[src/rtl/pal_pkg.sv]
package pal_pkg;

  typedef enum logic [2:0] {
    ST_IDLE  = 3'd0,
    ST_RD_LO = 3'd1,
    ST_RD_HI = 3'd2,
    ST_FIN   = 3'd3,
    ST_ERR   = 3'd4
  } pal_state_e;

  // A launch is defined only when the high address is strictly above the low one.
  function automatic logic span_defined(input logic [31:0] lo, input logic [31:0] hi);
    return hi > lo;
  endfunction

  // Evaluated on the pointers before a step: will the stepped pair still be ordered?
  function automatic logic walk_continues(input logic [31:0] lo, input logic [31:0] hi);
    return (lo + 32'd1) < (hi - 32'd1);
  endfunction

  function automatic logic [31:0] ptr_up(input logic [31:0] p);
    return p + 32'd1;
  endfunction

  function automatic logic [31:0] ptr_down(input logic [31:0] p);
    return p - 32'd1;
  endfunction

endpackage

[src/rtl/pal_ptr_unit.sv]
module pal_ptr_unit #(
  parameter int AW = 16
) (
  input  logic          clk,
  input  logic          rst_n,
  input  logic          load_i,
  input  logic          step_i,
  input  logic [AW-1:0] lo_in_i,
  input  logic [AW-1:0] hi_in_i,
  output logic [AW-1:0] lo_o,
  output logic [AW-1:0] hi_o,
  output logic          span_ok_o,
  output logic          keep_going_o
);
  import pal_pkg::*;

  logic [AW-1:0] lo_q;
  logic [AW-1:0] hi_q;

  always_ff @(posedge clk) begin
    if (!rst_n) begin
      lo_q <= '0;
      hi_q <= '0;
    end else if (load_i) begin
      lo_q <= lo_in_i;
      hi_q <= hi_in_i;
    end else if (step_i) begin
      lo_q <= AW'(ptr_up(32'(lo_q)));
      hi_q <= AW'(ptr_down(32'(hi_q)));
    end
  end

  assign span_ok_o    = span_defined(32'(lo_in_i), 32'(hi_in_i));
  assign keep_going_o = walk_continues(32'(lo_q), 32'(hi_q));
  assign lo_o         = lo_q;
  assign hi_o         = hi_q;

endmodule

[src/rtl/pal_cmp_unit.sv]
module pal_cmp_unit #(
  parameter int DW = 8
) (
  input  logic          clk,
  input  logic          rst_n,
  input  logic          cap_i,
  input  logic [DW-1:0] data_i,
  output logic          eq_o
);

  logic [DW-1:0] held_q;

  always_ff @(posedge clk) begin
    if (!rst_n) begin
      held_q <= '0;
    end else if (cap_i) begin
      held_q <= data_i;
    end
  end

  assign eq_o = (held_q == data_i);

endmodule

[src/rtl/pal_ctrl.sv]
module pal_ctrl (
  input  logic clk,
  input  logic rst_n,
  input  logic start_i,
  input  logic span_ok_i,
  input  logic mem_ready_i,
  input  logic bytes_eq_i,
  input  logic keep_going_i,
  output logic launch_o,
  output logic hs_lo_o,
  output logic hs_hi_o,
  output logic mismatch_o,
  output logic meet_o,
  output logic step_o,
  output logic sel_hi_o,
  output logic req_o,
  output logic busy_o,
  output logic done_o,
  output logic err_o,
  output logic result_o
);
  import pal_pkg::*;

  pal_state_e state_q;
  pal_state_e state_d;
  logic       result_q;
  logic       accept;

  assign accept     = (state_q == ST_IDLE) && start_i;
  assign launch_o   = accept && span_ok_i;
  assign hs_lo_o    = (state_q == ST_RD_LO) && mem_ready_i;
  assign hs_hi_o    = (state_q == ST_RD_HI) && mem_ready_i;
  assign mismatch_o = hs_hi_o && !bytes_eq_i;
  assign meet_o     = hs_hi_o && bytes_eq_i && !keep_going_i;
  assign step_o     = hs_hi_o && bytes_eq_i && keep_going_i;

  always_comb begin
    state_d = state_q;
    unique case (state_q)
      ST_IDLE: begin
        if (accept) state_d = span_ok_i ? ST_RD_LO : ST_ERR;
      end
      ST_RD_LO: begin
        if (hs_lo_o) state_d = ST_RD_HI;
      end
      ST_RD_HI: begin
        if (mismatch_o || meet_o) state_d = ST_FIN;
        else if (step_o)          state_d = ST_RD_LO;
      end
      ST_FIN:  state_d = ST_IDLE;
      ST_ERR:  state_d = ST_IDLE;
      default: state_d = ST_IDLE;
    endcase
  end

  always_ff @(posedge clk) begin
    if (!rst_n) begin
      state_q  <= ST_IDLE;
      result_q <= 1'b0;
    end else begin
      state_q <= state_d;
      if (accept)      result_q <= 1'b0;
      else if (meet_o) result_q <= 1'b1;
    end
  end

  assign sel_hi_o = (state_q == ST_RD_HI);
  assign req_o    = (state_q == ST_RD_LO) || (state_q == ST_RD_HI);
  assign busy_o   = (state_q != ST_IDLE);
  assign done_o   = (state_q == ST_FIN);
  assign err_o    = (state_q == ST_ERR);
  assign result_o = result_q;

endmodule

[src/rtl/pal_engine.sv]
module pal_engine #(
  parameter int AW = 16,
  parameter int DW = 8
) (
  input  logic          clk,
  input  logic          rst_n,
  input  logic          start_i,
  input  logic [AW-1:0] lo_addr_i,
  input  logic [AW-1:0] hi_addr_i,
  output logic          mem_req_o,
  output logic [AW-1:0] mem_addr_o,
  input  logic          mem_ready_i,
  input  logic [DW-1:0] mem_data_i,
  output logic          busy_o,
  output logic          done_o,
  output logic          err_o,
  output logic          result_o
);

  logic          launch_ev;
  logic          hs_lo_ev;
  logic          hs_hi_ev;
  logic          mismatch_ev;
  logic          meet_ev;
  logic          step_ev;
  logic          sel_hi;
  logic          span_ok;
  logic          keep_going;
  logic          bytes_eq;
  logic [AW-1:0] lo_q;
  logic [AW-1:0] hi_q;

  pal_ptr_unit #(.AW(AW)) u_ptr (
    .clk          (clk),
    .rst_n        (rst_n),
    .load_i       (launch_ev),
    .step_i       (step_ev),
    .lo_in_i      (lo_addr_i),
    .hi_in_i      (hi_addr_i),
    .lo_o         (lo_q),
    .hi_o         (hi_q),
    .span_ok_o    (span_ok),
    .keep_going_o (keep_going)
  );

  pal_cmp_unit #(.DW(DW)) u_cmp (
    .clk    (clk),
    .rst_n  (rst_n),
    .cap_i  (hs_lo_ev),
    .data_i (mem_data_i),
    .eq_o   (bytes_eq)
  );

  pal_ctrl u_ctrl (
    .clk          (clk),
    .rst_n        (rst_n),
    .start_i      (start_i),
    .span_ok_i    (span_ok),
    .mem_ready_i  (mem_ready_i),
    .bytes_eq_i   (bytes_eq),
    .keep_going_i (keep_going),
    .launch_o     (launch_ev),
    .hs_lo_o      (hs_lo_ev),
    .hs_hi_o      (hs_hi_ev),
    .mismatch_o   (mismatch_ev),
    .meet_o       (meet_ev),
    .step_o       (step_ev),
    .sel_hi_o     (sel_hi),
    .req_o        (mem_req_o),
    .busy_o       (busy_o),
    .done_o       (done_o),
    .err_o        (err_o),
    .result_o     (result_o)
  );

  assign mem_addr_o = sel_hi ? hi_q : lo_q;

endmodule

[config.mk]
export PLATFORM = sky130hd
export DESIGN_NAME = pal_engine
export DESIGN_NICKNAME = d
export VERILOG_FILES = /design/src/rtl/pal_pkg.sv /design/src/rtl/pal_ptr_unit.sv /design/src/rtl/pal_cmp_unit.sv /design/src/rtl/pal_ctrl.sv /design/src/rtl/pal_engine.sv
export SDC_FILE = /design/constraint.sdc
export NUM_CORES = 1
export LEC_CHECK = 0
export ABC_AREA = 1
export BUFFER_PORTS_ARGS = -buffer_cell sky130_fd_sc_hd__buf_2
export CAP_MARGIN = 10
export CORE_ASPECT_RATIO = 2
export CORE_MARGIN = 1.5
export CORE_UTILIZATION = 60
export DETAILED_ROUTE_END_ITERATION = 8
export GPL_TIMING_DRIVEN = 0
export HOLD_SLACK_MARGIN = 0.12
export PLACE_DENSITY_LB_ADDON = 0.12
export SETUP_SLACK_MARGIN = 0.5
export SLEW_MARGIN = 20
export SYNTH_ARGS = -nofsm -noshare
export SYNTH_HDL_FRONTEND = slang
export SYNTH_SLANG_ARGS = --single-unit
[constraint.sdc]
create_clock -name clk -period 4.9 [get_ports clk]
set_input_delay 0.98 -clock clk [delete_from_list [all_inputs] [get_ports clk]]
set_output_delay 0.98 -clock clk [all_outputs]
set_load 0.01 [all_outputs]
Word-level counts from Yosys, hierarchy flattened
Cells that the tools add are included.
{"block": "classes", "order_cmp": 2, "reduce_logical": 17, "n_div": 0, "shifts": 0, "n_mul": 0, "n_mux": 11, "n_addsub": 2, "eq_ne": 8, "bitwise_logic": 1}
{"op": "16-bit two-way mux", "count": 5}
{"op": "32-bit less-than comparator", "count": 1}
{"op": "16-bit by 1-bit adder with 17-bit output (second input constant)", "count": 1}
{"op": "16-bit by 1-bit subtractor with 17-bit output (second input constant)", "count": 1}
{"op": "16-bit greater-than comparator", "count": 1}
{"op": "3-bit two-way mux", "count": 5}
{"op": "3-bit one-hot mux with 3 select lines", "count": 1}
{"op": "8-bit equality test", "count": 1}
{"op": "1-bit logical AND", "count": 8}
{"op": "3-bit by 2-bit equality test with 1-bit output (second input constant)", "count": 2}
{"op": "3-bit by 1-bit equality test with 1-bit output (second input constant)", "count": 1}
{"op": "3-bit equality test (second input constant)", "count": 1}
{"op": "3-bit zero test", "count": 1}
{"op": "3-bit by 2-bit inequality test with 1-bit output (second input constant)", "count": 1}
{"op": "3-bit AND reduction", "count": 1}
{"op": "3-bit nonzero test", "count": 1}
{"op": "1-bit zero test", "count": 2}
{"op": "1-bit logical OR", "count": 2}
{"op": "2-bit by 1-bit inequality test with 1-bit output (second input constant)", "count": 1}
{"op": "2-bit inequality test (second input constant)", "count": 1}
{"op": "2-bit nonzero test", "count": 1}
{"op": "2-bit OR reduction", "count": 1}
{"op": "1-bit NOT", "count": 1}
{"block": "word_totals", "latch_bits": 0, "mem_count": 0, "ramBits": 0, "ff_bits": 44, "elab_cells": 46, "romBits": 0}

Longest topological paths before layout
Gate-level depths: netlist (run 1).
{"block": "logic_depth", "ltp_word": 7, "depth_mapped": 22, "ltp_nobuf": 21}

Hierarchy
From an unflattened synthesis (run 1), not the netlist that was laid out.
{"block": "hier_totals", "cells_unflattened": 631, "hier_area_um2": 3938.8}
{"mod": "pal_ptr_unit", "cells_each": 456, "area_per_inst_um2": 2966.6, "instances": 1, "seq_area_each_um2": 640.6}
{"mod": "pal_cmp_unit", "cells_each": 73, "area_per_inst_um2": 427.9, "instances": 1, "seq_area_each_um2": 160.2}
{"mod": "pal_ctrl", "cells_each": 50, "area_per_inst_um2": 300.3, "instances": 1, "seq_area_each_um2": 80.1}
{"mod": "pal_engine", "cells_each": 52, "area_per_inst_um2": 244.0, "instances": 1, "seq_area_each_um2": 0.0}

Least setup slack after synthesis (run 1)
No wires, ideal clock.
{"block": "synth_timing", "path_type": "flip-flop to flip-flop", "startpoint": "reg u_ptr.hi_q[0], in the netlist u_ptr.hi_o[0]", "endpoint": "reg u_ptr.hi_q[0], in the netlist u_ptr.hi_o[0]", "arrival_ns": 2.464, "path_stages_with_launch": 19, "required_ns": 4.778, "n_path_buf": 1, "synth_period_minus_slack_ns": 2.586, "setup_slack_ns": 2.314, "path_cell_list": "dfxtp_1 inv_1 ha_1 nand3_2 nor2_4 nand4_1 xor2_1 inv_1 ha_1 nand2_1 nor4_1 nand2_1 nand2_1 nand2_2 nand2_4 nand2_4 buf_6 nor2_1 nor3_2"}
{"block": "synth_via", "elab_chain_cells": 4, "word_cells_on_any_way": 6}
{"element": "from (decl)", "line": "pal_ptr_unit.sv:18", "source": "logic [AW-1:0] hi_q;"}
{"element": "from (signal assigned)", "line": "pal_ptr_unit.sv:26", "source": "hi_q <= hi_in_i;"}
{"element": "from (signal assigned)", "line": "pal_ptr_unit.sv:29", "source": "hi_q <= AW'(ptr_down(32'(hi_q)));"}
{"element": "16-bit by 1-bit subtractor with 17-bit output (*)", "line": "pal_pkg.sv:26", "source": "return p - 32'd1;"}
{"element": "32-bit less-than comparator", "line": "pal_pkg.sv:18", "source": "return (lo + 32'd1) < (hi - 32'd1);"}
{"element": "1-bit logical AND", "line": "pal_ctrl.sv:35", "source": "assign step_o = hs_hi_o && bytes_eq_i && keep_going_i;"}
{"element": "2-bit nonzero test (no line)"}
Every way passes the cells marked *; elsewhere a longest branch is shown, timed or not. The select of a mux whose other input is x is not followed.
A chain may end at the register's enable or synchronous reset.

Worst setup path in the final report (run 1)
{"block": "layout_timing", "startpoint": "reg u_ptr.hi_q[2], in the netlist u_ptr.hi_o[2]", "endpoint": "reg u_ptr.lo_q[6], in the netlist u_ptr.lo_o[6]"}
{"block": "layout_via", "elab_chain_cells": 4}
{"element": "16-bit by 1-bit subtractor with 17-bit output"}
{"element": "32-bit less-than comparator", "line": "pal_pkg.sv:18"}
{"element": "1-bit logical AND", "line": "pal_ctrl.sv:35"}
{"element": "2-bit nonzero test (no line)"}
{"element": "to (signal assigned)", "line": "pal_ptr_unit.sv:25", "source": "lo_q <= lo_in_i;"}
{"element": "to (signal assigned)", "line": "pal_ptr_unit.sv:28", "source": "lo_q <= AW'(ptr_up(32'(lo_q)));"}
{"element": "to (decl)", "line": "pal_ptr_unit.sv:17", "source": "logic [AW-1:0] lo_q;"}
Every way passes these cells.

==> impl_results.html, run 1 <==
<table>
<tr><th>Metric</th><th>Value</th></tr>
<tr><th colspan="2">Status</th></tr>
<tr><td>Outcome</td><td>finished, final reports clean</td></tr>
<tr><th colspan="2">GRT</th></tr>
<tr><td>Largest net degree at the start of global routing</td><td>13</td></tr>
<tr><td>Residual overflow from global routing</td><td>0</td></tr>
<tr><td>Initial antenna violation count</td><td>0</td></tr>
<tr><td>Wire length of the first global-routing pass</td><td>19600 um</td></tr>
<tr><td>Via count of the first global-routing pass</td><td>approximately 4.0k</td></tr>
<tr><td>Total GRT Usage</td><td>approximately 39%</td></tr>
<tr><th colspan="2">Timing</th></tr>
<tr><td>Number of hold-slack violations in the final timing report</td><td>0</td></tr>
<tr><td>Min setup slack post-route</td><td>1.48 ns</td></tr>
<tr><td>Fmax</td><td>0.293 GHz</td></tr>
<tr><td>Period minus WS final</td><td>3.42 ns</td></tr>
<tr><td>RSZ-0062 raised after global routing</td><td>no</td></tr>
<tr><td>Final setup violation count</td><td>0</td></tr>
<tr><td>Worst-case clock skew</td><td>0.00488 ns</td></tr>
<tr><td>Portion of the clock cycle consumed by the worst path in the final layout</td><td>69.7%</td></tr>
<tr><td>Setup tns final</td><td>0 ns</td></tr>
<tr><td>Pin slew with the least headroom to its limit</td><td>0.782 ns</td></tr>
<tr><td>Total count of max-transition violations in the final report</td><td>0</td></tr>
<tr><td>Worst relative slew slack</td><td>47.3%</td></tr>
<tr><th colspan="2">Critical path</th></tr>
<tr><td>Capturing element type of the critical path</td><td>flip-flop</td></tr>
<tr><td>Endpoint of the lowest-slack register-to-register path</td><td>u_ptr.lo_o[6]</td></tr>
<tr><td>Critical-path maximum fanout</td><td>10</td></tr>
<tr><td>CP max stage cell</td><td>sky130_fd_sc_hd__nor3_1</td></tr>
<tr><td>R2R Path Start</td><td>u_ptr.hi_o[2]</td></tr>
<tr><td>Setup slack, reg-to-reg</td><td>1.48 ns</td></tr>
<tr><td>Critical setup path kind</td><td>reg -&gt; reg</td></tr>
<tr><td>Crit start category</td><td>flip-flop</td></tr>
<tr><td>Cell family with the largest share of critical-path delay</td><td>simple AND/OR/NAND/NOR gates</td></tr>
<tr><td>Required time worst endpoint</td><td>5.06 ns</td></tr>
<tr><td>Worst-path cell chain</td><td>nor2_1, nand3_1, nor3_1, nand4_1, xor2_1, inv_1, ha_1, nand2_1, nor4_1, nand2_1, nand2_1, nand2_2, nand2_4, nand2_4, buf_6, nor2_1, nor3_2</td></tr>
<tr><td>Depth of the worst register-to-register path</td><td>17</td></tr>
<tr><td>Cell count along the critical path</td><td>17</td></tr>
<tr><td>Critical Path Most Common Cell</td><td>sky130_fd_sc_hd__nand2_1</td></tr>
<tr><td>CP peak stage delay</td><td>0.40 ns</td></tr>
<tr><td>Buffer and inverter count on the worst path</td><td>2</td></tr>
<tr><td>Data arrival time of the worst path</td><td>3.57 ns</td></tr>
<tr><th colspan="2">Clock network</th></tr>
<tr><td>Maximum clock insertion buffer count</td><td>2</td></tr>
<tr><td>Inserted Clock Buffers</td><td>5</td></tr>
<tr><td>Clock Sink Count</td><td>44</td></tr>
<tr><td>Hold_buf cts</td><td>0</td></tr>
<tr><td>Clock transition at the register clock pins on the worst setup and hold paths after CTS</td><td>around 0.06 ns</td></tr>
<tr><td>Buffer count from post-CTS setup fixing</td><td>0</td></tr>
<tr><td>Clock tree from TritonCTS</td><td>done</td></tr>
<tr><td>Post_cts resized</td><td>0</td></tr>
<tr><td>Cell at the root of the clock tree</td><td>sky130_fd_sc_hd__clkbuf_16</td></tr>
<tr><td>Worst-Skew Late Latency</td><td>approximately 0.29 ns</td></tr>
<tr><td>Depth of the CTS H-tree</td><td>2</td></tr>
<tr><th colspan="2">Floorplan</th></tr>
<tr><td>Die footprint</td><td>between 6000 and 7000 um2</td></tr>
<tr><td>Die outline height</td><td>117 um</td></tr>
<tr><td>Chip Width</td><td>59.9 um</td></tr>
<tr><td>Starting Density</td><td>between 60% and 70%</td></tr>
<tr><td>Row count</td><td>just over 40</td></tr>
<tr><td>I/O pin count</td><td>65</td></tr>
<tr><td>Placeable Area</td><td>6260 um2</td></tr>
<tr><th colspan="2">Cells and area</th></tr>
<tr><td>Share of layout cells above drive strength 1</td><td>between 10% and 20%</td></tr>
<tr><td>Fin cells</td><td>768</td></tr>
<tr><td>Diodes inserted</td><td>0</td></tr>
<tr><td>Synth-to-Final Area Change</td><td>14.5%</td></tr>
<tr><td># nets final</td><td>roughly 760</td></tr>
<tr><th colspan="2">Hold path</th></tr>
<tr><td>Hold Crit Class</td><td>reg -&gt; reg</td></tr>
<tr><td>Source of the worst hold timing path</td><td>u_ctrl.result_o</td></tr>
<tr><td>End point of the worst hold path</td><td>u_ctrl.result_o</td></tr>
<tr><td>Worst hold stages</td><td>2</td></tr>
<tr><th colspan="2">Place</th></tr>
<tr><td>Inst Count DP</td><td>761</td></tr>
<tr><td>Final GP Congestion</td><td>1.00</td></tr>
<tr><td>Worst Setup Slack post-DPL</td><td>~1.6 ns</td></tr>
<tr><td>Number of buffer cells added on primary ports</td><td>64</td></tr>
<tr><td>Dpl hpwl</td><td>10200 um</td></tr>
<tr><th colspan="2">Drt</th></tr>
<tr><td>Remaining design rule violation count</td><td>0</td></tr>
<tr><td>Average vias per placed instance</td><td>5.61</td></tr>
<tr><td>WL final</td><td>12800 um</td></tr>
<tr><td>Routed length per instance</td><td>16.6 um</td></tr>
<tr><td>Router iterations before antenna repair</td><td>5</td></tr>
<tr><td>Count of vias placed by the detailed router</td><td>4312</td></tr>
<tr><td>Post-detailed-route count of antenna-violating nets</td><td>0</td></tr>
<tr><td>Drt first-iter violations</td><td>approximately 280</td></tr>
<tr><th colspan="2">Power and ir drop</th></tr>
<tr><td>Pwr per Cell Area</td><td>358 nW/um2</td></tr>
<tr><td>Sw Ratio</td><td>45.6%</td></tr>
<tr><td>Switching power</td><td>0.000725 W</td></tr>
<tr><td>Clk network pwr share</td><td>20.7%</td></tr>
<tr><td>Fraction of power consumed by sequential logic</td><td>29.1%</td></tr>
<tr><td>Relative contribution of combinational cells to total power</td><td>between 50% and 60%</td></tr>
<tr><td>Maximum VDD drop</td><td>0.308 mV</td></tr>
<tr><td>LEAKAGE</td><td>2.31 nW</td></tr>
<tr><td>Cell internal power dissipation</td><td>~0.00087 W</td></tr>
<tr><th colspan="2">Yosys</th></tr>
<tr><td>Post-synthesis average cell area</td><td>about 6.4 um2</td></tr>
<tr><td>Post-Syn Area</td><td>3880 um2</td></tr>
<tr><td>Number of cells produced by synthesis</td><td>611</td></tr>
<tr><td>Total number of yosys warnings</td><td>0</td></tr>
<tr><td>Syn nets</td><td>688</td></tr>
<tr><td>Post-synthesis register bit count</td><td>44</td></tr>
<tr><td>Proportion of synthesized chip area in sequential cells</td><td>22.7%</td></tr>
<tr><td>Synth unique cells</td><td>34</td></tr>
<tr><th colspan="2">Run</th></tr>
<tr><td>Number of max-cap violations</td><td>0</td></tr>
</table>
[routing by layer]
layer,up-vias,track usage (%),part of all wire [%]
li1,2107,-,-
met1,1940,37.8,33
met2,196,69.8,52
met3,69,4.21,5.2
met4,0,31.1,9.8
met5,-,0,0
[per-stage QoR]
step / utilization, % / cell area (um2) / hold slack [ns] / power [W]
2_1_floorplan: - / 3880 / 0.474 / 0.00102
3_3_place_gp: 68.9 / 4310 / 0.452 / 0.00123
3_5_place_dp: 68.9 / 4310 / 0.458 / 0.00125
6_report: 71.0 / 4440 / 0.484 / 0.00159
4_1_cts: 71.0 / 4440 / 0.473 / 0.00158
5_1_grt: 71.0 / 4440 / 0.498 / 0.00171
[cell usage in the layout, fill, tap and decap left out, types with 12 or more instances in the layout]
cell type	n
sky130_fd_sc_hd__buf_2	71
sky130_fd_sc_hd__o21ai_0	34
sky130_fd_sc_hd__xor2_1	24
sky130_fd_sc_hd__nor2_1	71
sky130_fd_sc_hd__nor3_1	14
sky130_fd_sc_hd__inv_1	77
sky130_fd_sc_hd__a21oi_1	36
sky130_fd_sc_hd__nand2_1	155
sky130_fd_sc_hd__nand3_1	33
sky130_fd_sc_hd__ha_1	33
sky130_fd_sc_hd__nand4_1	22
sky130_fd_sc_hd__dfxtp_1	44
sky130_fd_sc_hd__clkbuf_1	12
[kinds of logic (layout without fill, tap and decap cells)]
family,count (synthesis),count (layout),share of synthesized area [%]
buffers and inverters,105,176,11.3
AND/OR/NAND/NOR,320,320,37.7
XOR/XNOR,33,33,7.44
adder cells (fa/ha/maj),33,33,10.6
AO/OA/AOI/OAI,76,76,10.2
flip-flops,44,44,22.7
[Yosys cell counts]
| cell | number | share of area (%) |
|---|---|---|
| sky130_fd_sc_hd__nand2_1 | 155 | 15 |
| sky130_fd_sc_hd__inv_1 | 77 | 7.4 |
| sky130_fd_sc_hd__nor2_1 | 71 | 6.9 |
| sky130_fd_sc_hd__dfxtp_1 | 44 | 23 |
| sky130_fd_sc_hd__a21oi_1 | 36 | 4.6 |
| sky130_fd_sc_hd__o21ai_0 | 34 | 4.4 |
| sky130_fd_sc_hd__ha_1 | 33 | 11 |
| sky130_fd_sc_hd__nand3_1 | 33 | 4.3 |
| sky130_fd_sc_hd__xor2_1 | 24 | 5.4 |
| sky130_fd_sc_hd__nand4_1 | 22 | 3.5 |
| sky130_fd_sc_hd__nor3_1 | 14 | 1.8 |
| sky130_fd_sc_hd__clkbuf_1 | 11 | 1.1 |
| sky130_fd_sc_hd__nor3_2 | 9 | 2.3 |
| sky130_fd_sc_hd__xnor2_1 | 9 | 2.0 |
| sky130_fd_sc_hd__buf_2 | 7 | 0.90 |
| sky130_fd_sc_hd__buf_6 | 4 | 1.2 |
| sky130_fd_sc_hd__inv_2 | 3 | 0.29 |
| sky130_fd_sc_hd__nand3_2 | 3 | 0.77 |
| sky130_fd_sc_hd__buf_4 | 2 | 0.39 |
| sky130_fd_sc_hd__nand2_4 | 2 | 0.58 |
| sky130_fd_sc_hd__nor2_2 | 2 | 0.32 |
| sky130_fd_sc_hd__nor2_4 | 2 | 0.58 |
| sky130_fd_sc_hd__nor4_1 | 2 | 0.32 |
| sky130_fd_sc_hd__o21a_1 | 2 | 0.39 |
| sky130_fd_sc_hd__a211oi_1 | 1 | 0.19 |
| sky130_fd_sc_hd__a31oi_1 | 1 | 0.16 |
| sky130_fd_sc_hd__buf_1 | 1 | 0.097 |
| sky130_fd_sc_hd__nand2_2 | 1 | 0.16 |
| sky130_fd_sc_hd__nand3_4 | 1 | 0.45 |
| sky130_fd_sc_hd__nor3_4 | 1 | 0.42 |
| sky130_fd_sc_hd__nor3b_1 | 1 | 0.19 |
| sky130_fd_sc_hd__o211ai_1 | 1 | 0.19 |
| sky130_fd_sc_hd__o21bai_1 | 1 | 0.19 |
| sky130_fd_sc_hd__or2_2 | 1 | 0.16 |
[registers in the layout, indices dropped and copies added (netlist names)]
| register | cells |
|---|---|
| u_ctrl.result_o | 1 |
| u_cmp.held_q | 8 |
| u_ctrl.state_q | 3 |
| u_ptr.lo_o | 16 |
| u_ptr.hi_o | 16 |
[worst max-delay path by stage]
| stage | start | endpoint | slack, ns |
|---|---|---|---|
| after CTS | u_ptr.hi_o[2] | u_ptr.lo_o[6] | 1.56 |
| after detailed placement | u_ptr.hi_o[2] | u_ptr.lo_o[6] | 1.60 |
| after global routing | u_ptr.hi_o[2] | u_ptr.lo_o[6] | 1.16 |
| after floorplan | u_ptr.hi_o[0] | u_ptr.hi_o[0] | 2.31 |
| final | u_ptr.hi_o[2] | u_ptr.lo_o[6] | 1.48 |
| after global placement | u_ptr.hi_o[2] | u_ptr.hi_o[6] | 1.59 |
[cell type report]
| type | count | area, um2 |
|---|---|---|
| Multi-Input combinational cell | 462 | 2560 |
| Tap cell | 86 | 108 |
| Inverter | 80 | 300 |
| Timing Repair Buffer | 64 | 320 |
| Clock inverter | 1 | 5.00 |
| Buffer | 25 | 140 |
| Fill cell | 600 | 1810 |
| Clock buffer | 6 | 129 |
| Sequential cell | 44 | 881 |
[power by group through the flow]
stage / combinational (W) / sequential, W / clock, W
6_report: 0.000799 / 0.000463 / 0.000330
5_1_grt: 0.000901 / 0.000468 / 0.000339
4_1_cts: 0.000789 / 0.000460 / 0.000330
3_5_place_dp: 0.000783 / 0.000468 / 0
3_3_place_gp: 0.000767 / 0.000466 / 0
2_1_floorplan: 0.000573 / 0.000451 / 0
[worst reg2reg max path, stage by stage, from the launching register on]
cell	delay [ns]
sky130_fd_sc_hd__dfxtp_1	0.37
sky130_fd_sc_hd__nor2_1	0.16
sky130_fd_sc_hd__nand3_1	0.19
sky130_fd_sc_hd__nor3_1	0.40
sky130_fd_sc_hd__nand4_1	0.19
sky130_fd_sc_hd__xor2_1	0.32
sky130_fd_sc_hd__inv_1	0.08
sky130_fd_sc_hd__ha_1	0.29
sky130_fd_sc_hd__nand2_1	0.09
sky130_fd_sc_hd__nor4_1	0.30
sky130_fd_sc_hd__nand2_1	0.10
sky130_fd_sc_hd__nand2_1	0.15
sky130_fd_sc_hd__nand2_2	0.10
sky130_fd_sc_hd__nand2_4	0.12
sky130_fd_sc_hd__nand2_4	0.09
sky130_fd_sc_hd__buf_6	0.16
sky130_fd_sc_hd__nor2_1	0.13
sky130_fd_sc_hd__nor3_2	0.05
No activity file was read; power rests on OpenSTA's default activity.
==> inputs of run 2 (changes only) <==
--- a/config.mk
+++ b/config.mk
@@ -10,7 +10,7 @@
 export CAP_MARGIN = 10
 export CORE_ASPECT_RATIO = 2
 export CORE_MARGIN = 1.5
-export CORE_UTILIZATION = 60
+export CORE_UTILIZATION = 52
 export DETAILED_ROUTE_END_ITERATION = 8
 export GPL_TIMING_DRIVEN = 0
 export HOLD_SLACK_MARGIN = 0.12
==> constraint.sdc (replaced) <==
create_clock -name clk -period 2.9 [get_ports clk]
set_input_delay 0.58 -clock clk [delete_from_list [all_inputs] [get_ports clk]]
set_output_delay 0.58 -clock clk [all_outputs]
set_load 0.01 [all_outputs]
==> run 2 against run 1 <==
  * The run now ends with negative setup slack left
  * Register-to-register slack worse by 1.6 ns
  * Sequential power increased by 73%
  * Hold slack improved by 0.018 ns
  * Global-route usage is 4.4 points lower
  * Setup slack got worse by 1.6 ns
  * Die area rose by 15%
  * Power increased by 100%
  * Critical path depth rose by 3
  * Critical path type unchanged
  * Critical endpoint is now u_ptr.hi_o[5]
  * Largest cell class unchanged
  * Largest power group unchanged
==> impl_results.html, run 2 (synthesized netlist as in run 1, its figures left out) <==
<table>
<tr><th>Metric</th><th>Value</th></tr>
<tr><th colspan="2">Cells and area</th></tr>
<tr><td>Fin cells</td><td>801</td></tr>
<tr><td>Diodes inserted</td><td>0</td></tr>
<tr><td>Utilization after layout</td><td>between 70 and 80%</td></tr>
<tr><td>Highest-count cells in the layout ignoring fill and taps</td><td>137 x sky130_fd_sc_hd__nand2_1, 73 x sky130_fd_sc_hd__inv_1, 71 x sky130_fd_sc_hd__buf_2, 53 x sky130_fd_sc_hd__nor2_1</td></tr>
<tr><td>FILL cells</td><td>603</td></tr>
<tr><td>Share of layout cells above drive strength 1</td><td>31.6%</td></tr>
<tr><td># nets final</td><td>785</td></tr>
<tr><td>Most common cell after layout, fill and taps aside</td><td>sky130_fd_sc_hd__nand2_1</td></tr>
<tr><td>Synth-to-Final Area Change</td><td>36.3%</td></tr>
<tr><td>Finished Cell Area</td><td>between 5000 and 6000 um2</td></tr>
<tr><th colspan="2">Hold path</th></tr>
<tr><td>Hold Crit Class</td><td>reg -&gt; reg</td></tr>
<tr><td>Source of the worst hold timing path</td><td>u_ctrl.result_o</td></tr>
<tr><td>End point of the worst hold path</td><td>u_ctrl.result_o</td></tr>
<tr><td>Worst hold stages</td><td>2</td></tr>
<tr><th colspan="2">Timing</th></tr>
<tr><td>Fmax</td><td>around 0.33 GHz</td></tr>
<tr><td>Number of hold-slack violations in the final timing report</td><td>0</td></tr>
<tr><td>Final setup violation count</td><td>30</td></tr>
<tr><td>Setup tns final</td><td>-0.991 ns</td></tr>
<tr><td>Total count of max-transition violations in the final report</td><td>0</td></tr>
<tr><td>RSZ-0062 raised after global routing</td><td>yes</td></tr>
<tr><td>Pin slew with the least headroom to its limit</td><td>0.650 ns</td></tr>
<tr><td>Portion of the clock cycle consumed by the worst path in the final layout</td><td>104%</td></tr>
<tr><td>Min setup slack post-route</td><td>-0.105 ns</td></tr>
<tr><td>Worst hold margin</td><td>0.501 ns</td></tr>
<tr><td>Period minus WS final</td><td>3.00 ns</td></tr>
<tr><td>Worst relative slew slack</td><td>56.2%</td></tr>
<tr><td>Worst-case clock skew</td><td>about 0.007 ns</td></tr>
<tr><th colspan="2">Place</th></tr>
<tr><td>Inst Count DP</td><td>767</td></tr>
<tr><td>Dpl hpwl</td><td>10400 um</td></tr>
<tr><td>Standard cell area after detailed placement</td><td>approximately 4400 um2</td></tr>
<tr><td>Number of buffer cells added on primary ports</td><td>64</td></tr>
<tr><td>Final GP Congestion</td><td>between 1 and 1.5</td></tr>
<tr><th colspan="2">Critical path</th></tr>
<tr><td>Data arrival time of the worst path</td><td>3.22 ns</td></tr>
<tr><td>Endpoint of the lowest-slack register-to-register path</td><td>u_ptr.hi_o[5]</td></tr>
<tr><td>R2R Path Start</td><td>u_ptr.lo_o[0]</td></tr>
<tr><td>Critical setup path kind</td><td>reg -&gt; reg</td></tr>
<tr><td>Crit start category</td><td>flip-flop</td></tr>
<tr><td>Depth of the worst register-to-register path</td><td>20</td></tr>
<tr><td>Capturing element type of the critical path</td><td>flip-flop</td></tr>
<tr><td>Critical-path maximum fanout</td><td>5</td></tr>
<tr><td>Required time worst endpoint</td><td>just over 3 ns</td></tr>
<tr><td>Setup slack, reg-to-reg</td><td>-0.10 ns</td></tr>
<tr><th colspan="2">GRT</th></tr>
<tr><td>Residual overflow from global routing</td><td>0</td></tr>
<tr><td>Wire length of the first global-routing pass</td><td>21000 um</td></tr>
<tr><td>Total GRT Usage</td><td>34.4%</td></tr>
<tr><td>Largest net degree at the start of global routing</td><td>13</td></tr>
<tr><td>Initial antenna violation count</td><td>0</td></tr>
<tr><td>Via count of the first global-routing pass</td><td>about 4.4k</td></tr>
<tr><th colspan="2">Drt</th></tr>
<tr><td>Average vias per placed instance</td><td>5.66</td></tr>
<tr><td>Drt first-iter violations</td><td>432</td></tr>
<tr><td>Routed length per instance</td><td>around 18 um</td></tr>
<tr><td>Router iterations before antenna repair</td><td>8</td></tr>
<tr><td>Remaining design rule violation count</td><td>0</td></tr>
<tr><td>Post-detailed-route count of antenna-violating nets</td><td>0</td></tr>
<tr><td>WL final</td><td>14700 um</td></tr>
<tr><td>Count of vias placed by the detailed router</td><td>4537</td></tr>
<tr><th colspan="2">Floorplan</th></tr>
<tr><td>Die footprint</td><td>approximately 8000 um2</td></tr>
<tr><td>Chip Width</td><td>about 64 um</td></tr>
<tr><td>Row count</td><td>44</td></tr>
<tr><td>I/O pin count</td><td>65</td></tr>
<tr><td>Placeable Area</td><td>7270 um2</td></tr>
<tr><td>Die outline height</td><td>125 um</td></tr>
<tr><td>Starting Density</td><td>approximately 53%</td></tr>
<tr><th colspan="2">Power and ir drop</th></tr>
<tr><td>Clk network pwr share</td><td>18.3%</td></tr>
<tr><td>Sw Ratio</td><td>45.6%</td></tr>
<tr><td>LEAKAGE</td><td>2.70 nW</td></tr>
<tr><td>Maximum VDD drop</td><td>0.393 mV</td></tr>
<tr><td>Fraction of power consumed by sequential logic</td><td>24.8%</td></tr>
<tr><td>Cell internal power dissipation</td><td>0.00176 W</td></tr>
<tr><td>Switching power</td><td>0.00147 W</td></tr>
<tr><td>Relative contribution of combinational cells to total power</td><td>56.9%</td></tr>
<tr><td>Pwr per Cell Area</td><td>611 nW/um2</td></tr>
<tr><th colspan="2">Status</th></tr>
<tr><td>Outcome</td><td>finished, violations left</td></tr>
<tr><td>Violations in the final reports</td><td>negative setup slack</td></tr>
<tr><th colspan="2">Clock network</th></tr>
<tr><td>Clock transition at the register clock pins on the worst setup and hold paths after CTS</td><td>0.07 ns</td></tr>
<tr><td>Inserted Clock Buffers</td><td>5</td></tr>
<tr><td>Clock Sink Count</td><td>44</td></tr>
<tr><td>Depth of the CTS H-tree</td><td>2</td></tr>
<tr><td>Clock tree from TritonCTS</td><td>done</td></tr>
<tr><td>Maximum clock insertion buffer count</td><td>2</td></tr>
<tr><td>Cell at the root of the clock tree</td><td>sky130_fd_sc_hd__clkbuf_16</td></tr>
<tr><td>Worst-Skew Late Latency</td><td>approximately 0.29 ns</td></tr>
<tr><th colspan="2">Run</th></tr>
<tr><td>Number of max-cap violations</td><td>0</td></tr>
</table>
==> run 2: cell types whose count changed in the layout (fill, tap and decap cells not counted), sizes merged <==
| cell | before | now |
|---|---|---|
| buf | 78 | 100 |
| clkbuf | 17 | 23 |
| clkinv | 1 | 0 |
==> run 2: routing by layer <==
metal | up-vias | wire length (um) | GRT usage, % | part of all wire [%]
met2 | 214 | 7590 | 63.7 | 52
li1 | 2169 | - | - | -
met5 | - | 0 | 0 | 0
met3 | 90 | 771 | 3.51 | 5.3
met1 | 2064 | 4740 | 30.7 | 32
met4 | 0 | 1590 | 32.4 | 11
==> run 2: how the worst max path moves through the flow <==
stage                        from              to  slack [ns]
finish              u_ptr.lo_o[0]   u_ptr.hi_o[5]       -0.10
global route        u_ptr.hi_o[1]  u_ptr.hi_o[14]       -0.27
CTS                 u_ptr.hi_o[2]   u_ptr.lo_o[3]        0.04
detailed placement  u_ptr.lo_o[2]   u_ptr.hi_o[2]       -0.19
global placement    u_ptr.hi_o[2]   u_ptr.lo_o[2]       -0.18
floorplan           u_ptr.hi_o[0]   u_ptr.hi_o[0]        0.42
==> run 2: stage by stage <==
stage | total power (W) | setup slack (ns)
final | 0.00323 | -0.105
after global placement | 0.00212 | -0.181
after floorplan | 0.00177 | 0.421
after CTS | 0.00294 | 0.0393
after detailed placement | 0.00215 | -0.186
after global routing | 0.00345 | -0.268
==> run 2: cell type report <==
type / instances / area (um2) / share of cell area [%]
timing repair buffer: 90 / 617 / 11.7
inverter: 80 / 305 / 5.77
clock buffer: 8 / 146 / 2.77
sequential: 44 / 908 / 17.2
tap: 92 / 115 / 2.18
buffer: 25 / 180 / 3.41
multi-input combinational: 462 / 3020 / 57.1
==> run 2: power by group through the flow <==
stage / clock network (W) / registers (W) / logic (W)
2_1_floorplan: 0 / 0.000767 / 0.00101
4_1_cts: 0.000597 / 0.000789 / 0.00155
3_5_place_dp: 0 / 0.000794 / 0.00136
6_report: 0.000592 / 0.000802 / 0.00184
5_1_grt: 0.000616 / 0.000811 / 0.00202
3_3_place_gp: 0 / 0.000790 / 0.00133
==> run 2: what timing repair did <==
item                       4_1_cts  5_1_grt
setup endpoints to repair       37       47
gates cloned                     1        4
setup buffers                   15        6
pin swaps                       24       28
hold buffers                     0        0
resized for setup               59       65
==> run 2: critical path, cell delays in order, from the launching register on <==
cell and delay [ns]:
sky130_fd_sc_hd__dfxtp_2 0.36, sky130_fd_sc_hd__ha_1 0.20, sky130_fd_sc_hd__nand2_2 0.10, sky130_fd_sc_hd__nor2_4 0.15
sky130_fd_sc_hd__buf_4 0.14, sky130_fd_sc_hd__xor2_1 0.17, sky130_fd_sc_hd__inv_1 0.08, sky130_fd_sc_hd__ha_1 0.22
sky130_fd_sc_hd__a21oi_2 0.12, sky130_fd_sc_hd__nor2_1 0.06, sky130_fd_sc_hd__nor3_2 0.19, sky130_fd_sc_hd__nand2_1 0.12
sky130_fd_sc_hd__nand2_1 0.10, sky130_fd_sc_hd__nand2_2 0.10, sky130_fd_sc_hd__nand2_4 0.12, sky130_fd_sc_hd__nand2_8 0.09
sky130_fd_sc_hd__buf_4 0.16, sky130_fd_sc_hd__clkbuf_16 0.15, sky130_fd_sc_hd__nand3_2 0.05, sky130_fd_sc_hd__nand2_1 0.05
sky130_fd_sc_hd__a21oi_1 0.16
